`src/rtl/rcc_pkg.sv`:
```
package rcc_pkg;
  typedef enum logic {
    RED_MODULAR  = 1'b0,
    RED_TRUNCATE = 1'b1
  } red_mode_e;
endpackage

```
`src/rtl/rcc_diff_stage.sv`:
```
module rcc_diff_stage
  import rcc_pkg::*;
#(
  parameter int W = 17,
  localparam int ACC_W = W + 1
) (
  input  logic             clk,
  input  logic             rst,
  input  logic             stb,
  input  red_mode_e        mode,
  input  logic [W-1:0]     a_in,
  input  logic [W-1:0]     b_in,
  input  logic [W-1:0]     mod_in,
  output logic             acc_vld,
  output logic [ACC_W-1:0] acc_q
);
  logic [ACC_W-1:0] raw_diff;
  logic [ACC_W-1:0] red_diff;

  // raw difference, sign carried in the extra top bit
  assign raw_diff = {1'b0, a_in} - {1'b0, b_in};

  always_comb begin
    if (mode == RED_TRUNCATE) begin
      red_diff = {1'b0, raw_diff[W-1:0]};
    end else if (raw_diff[ACC_W-1]) begin
      red_diff = raw_diff + {1'b0, mod_in};
    end else begin
      red_diff = raw_diff;
    end
  end

  always_ff @(posedge clk) begin
    if (rst) begin
      acc_vld <= 1'b0;
      acc_q   <= '0;
    end else begin
      acc_vld <= stb;
      if (stb) begin
        acc_q <= red_diff;
      end
    end
  end
endmodule

```
`config.mk`:
```
export PLATFORM = sky130hd
export DESIGN_NAME = rcc_diff_stage
export DESIGN_NICKNAME = d
export VERILOG_FILES = /design/src/rtl/rcc_pkg.sv /design/src/rtl/rcc_diff_stage.sv
export SDC_FILE = /design/constraint.sdc
export NUM_CORES = 1
export LEC_CHECK = 0
export ABC_AREA = 1
export ABC_CLOCK_PERIOD_IN_PS = 3200
export BUFFER_PORTS_ARGS = -buffer_cell sky130_fd_sc_hd__buf_2
export CAP_MARGIN = 10
export CORE_ASPECT_RATIO = 1.75
export CORE_MARGIN = 2
export CORE_UTILIZATION = 55
export DETAILED_ROUTE_END_ITERATION = 6
export PLACE_DENSITY = 0.82
export SLEW_MARGIN = 0
export SYNTH_ARGS = -nofsm -noshare
export SYNTH_HDL_FRONTEND = slang
export SYNTH_SLANG_ARGS = --single-unit
```
`constraint.sdc`:
```
create_clock -name clk -period 3.2 [get_ports clk]
set_clock_uncertainty 0.05 [all_clocks]
set_input_delay 0.32 -clock clk [delete_from_list [all_inputs] [get_ports clk]]
set_output_delay 0.32 -clock clk [all_outputs]
set_load 0.03 [all_outputs]
```
==> impl_results.md <==
* Status: completed
* Ratio of cells with drive above 1 in the final layout at 0.176
* Drt total wl at between 8000 and 9000 um
* Most frequent cell after synthesis: nand2_1
* CP endpoint kind: register
* Via Count at about 3500
* Fillers at between 500 and 600
* Number of synthesized register bits at 19
* Worst Setup Start Kind: primary input
* CP arrival at 3.02 ns
* Crit Path Category: in -> reg
* Sink Count at 19
* Dominant synthesized flop cell: dfxtp_1
* Worst EP required at about 3.3 ns
* Reg clk slew, reported paths at 0.07 ns
* CTS H-Tree Depth at 1
* GPL Wtd Cong at about 0.96
* Max Cap Viol at 0
* Sequence of cells on the critical path: buf_2 -> inv_1 -> ha_1 -> fa_2 -> inv_1 -> nand3_1 -> nand2_2 -> nand3_1 -> nand2_1 -> xor2_1 -> inv_1 -> ha_1 -> nand2_1 -> inv_1 -> nand2_1 -> nand2_1 -> a21oi_1 -> nand2_1 -> nand2_1 -> nand2_1 -> nand2_1 -> nand3_1 -> a21oi_1
* Psw at 0.000681 W
* TritonCTS clock tree: done
* CP Buf/Inv Count at 5
* Number of cells in the finished layout apart from fillers at slightly below 700
* CP max stage delay at 0.35 ns
* WHS Path Cells at 2
* Post-synth top cells: nand2_1, inv_1, nand3_1, ha_1, a21oi_1
* Die Ht at between 100 and 150 um
* GR Overflow Total at 0
* Yosys top cell area share at 0.237
* Leading area contributor after synthesis: nand2_1
* First-pass GRT wire length at between 10000 and 15000 um
* Initial drt markers at 161
* HP Start: rst
* Synth unique cells at 34
* TritonRoute pass-1 iters at 4
* Post-CTS sizing at 0
* FF/Latch Area at 380 sq um
* Reg2Reg Launch Point: acc_q[2]$_SDFFE_PP0P_
* Core Rows at 36
* PortBufs at 73
* Fin Setup TNS at 0 ns
* Post-synthesis sequential area ratio at 0.124
* Crit Path Max Fanout at 5
* Shortest period the worst path allows at ~2.9 ns
* HP Class: in -> reg
* Reg-to-Reg End: acc_q[2]$_SDFFE_PP0P_
* Setup violators final at 0
* Slew headroom at 0.662
* Final hold vios at 0
* Combinational Power Share at 0.686
* Synth Net Count at 630
* RSZ-0062 raised after global routing: no
* Hold Worst Slack at 0.380 ns
* Drt via density at between 5 and 6
* Syn-to-layout area delta at 17.3%
* Drt drc at 0
* Pre-CTS setup slack at -0.0460 ns
* PwrDens at 387 mW/mm^2
* Pwr Total at 0.00140 W
* Total Routing Usage GR at 0.272
* Async SR Flop Fraction at 0
* Synthesized cell area at ~0.0031 sq mm
* Switch share at 0.487
* Worst skew pair latency at approximately 0.25 ns
* Synthesized area per cell at 5.72 sq um
* CTS Hold Bufs at 0
* Hpwl dp at between 7000 and 8000 um
* Fmax at between 0.3 and 0.4 GHz
* Cell family with most CP delay: simple AND/OR/NAND/NOR gates
* Num CTS Buffers at 3
* Number of flops mapped to enable cells by yosys at 0
* Starting Density at 0.560
* Largest cells by area after synthesis: nand2_1, ha_1, inv_1
* Synth Instances at 538
* Setup WS post-layout at around 0.32 ns
* Nets at 708
* Internal at 0.000716 W
* WL/cell at roughly 12 um
* Static leakage at roughly 2.2 nW
* Seq pwr share at 0.197
* CTS root buffer: clkbuf_8
* Maximum root-to-sink buffer count at 2
* Slowest cell on crit path: fa_2
* DRT antenna net count at 0
* Slew @ Worst Pin at approximately 0.50 ns
* Hold Path End: acc_q[15]$_SDFFE_PP0P_
* Die width at 60.6 um
* Largest net degree at the start of global routing at 20
* # IOs at 74
* Initial antenna violation count at 0
* Post-CTS repair timing setup buffer count at 0
* Vias in the first global route at 3289
* Clock power frac at 0.117
* Die ar. at a little over 0.006 sq mm
* Core ar. at 0.00550 sq mm
* R2R setup slack at 2.49 ns
* Worst path most repeated cell: nand2_1
* Worst vdd ir at 154 uV
* Worst Reg-to-Reg Cells at 4
* Placed Cells incl. Taps at 687
* Warnings, synthesis at 0
* Final period util at 0.901
* Slew Limit Fails at 0
* ANT cells at 0
* Multi-input logic area at 0.00227 sq mm
placed cells by master (no fill, tap or decap), types with 3 or more instances in the layout:
cell	instances
nor2_2	3
inv_1	104
buf_2	73
ha_1	35
nand4_1	8
a21oi_1	32
dfxtp_1	19
nor3_1	4
a21oi_2	6
nand2_2	6
buf_4	7
nand3b_1	8
nand2_1	191
nor2_1	24
nand3_1	50
clkbuf_8	3
o21ai_0	5
and2_1	4
xor2_1	5
xnor2_1	10
worst max path at each step:
stage | start | endpoint | depth (start not counted)
6_report | a_in[0] | acc_q[13]$_SDFFE_PP0P_ | 23
5_1_grt | a_in[0] | acc_q[15]$_SDFFE_PP0P_ | 23
4_1_cts | a_in[0] | acc_q[9]$_SDFFE_PP0P_ | 21
3_5_place_dp | a_in[0] | acc_q[9]$_SDFFE_PP0P_ | 21
3_3_place_gp | a_in[0] | acc_q[9]$_SDFFE_PP0P_ | 21
2_1_floorplan | a_in[0] | acc_q[14]$_SDFFE_PP0P_ | 22
flip-flops by register name, indices dropped and copies added (netlist names):
register / cells
acc_q: 18
acc_vld: 1
routing by layer:
layer | vias to the layer above | GRT usage | wire length, um
li1 | 1830 | - | -
met1 | 1542 | 0.259 | 2990
met2 | 116 | 0.540 | 4370
met3 | 30 | 0.00878 | 248
met4 | 0 | 0.164 | 401
met5 | - | 0 | 0
power by group through the flow:
stage / logic [W] / clock network, W / registers (W)
after detailed placement: 0.000937 / 0 / 0.000281
after floorplan: 0.000652 / 0 / 0.000336
final: 0.000958 / 0.000163 / 0.000276
after global placement: 0.000923 / 0 / 0.000280
after global routing: 0.00108 / 0.000182 / 0.000279
after CTS: 0.000941 / 0.000170 / 0.000276
final cells by class:
class | count | area share
Multi-Input combinational cell | 406 | 0.630
Timing Repair Buffer | 80 | 0.116
Inverter | 106 | 0.110
Sequential cell | 19 | 0.105
Tap cell | 76 | 0.0263
Clock buffer | 4 | 0.0125
through the flow:
| step | utilization | area [sq um] |
|---|---|---|
| 5_1_grt | 0.657 | 3610 |
| 3_3_place_gp | 0.645 | 3540 |
| 3_5_place_dp | 0.645 | 3540 |
| 4_1_cts | 0.653 | 3590 |
| 6_report | 0.657 | 3610 |
| 2_1_floorplan | - | 3080 |
logic make-up (layout without fill, tap and decap cells):
family	count (synthesis)	after routing	share of synthesized area
flip-flops	19	19	0.124
AND/OR/NAND/NOR	305	305	0.440
XOR/XNOR	15	15	0.0427
AO/OA/AOI/OAI	49	49	0.0935
buffers and inverters	113	190	0.145
adder cells (fa/ha/maj)	37	37	0.155
No activity file was read; power rests on OpenSTA's default activity.
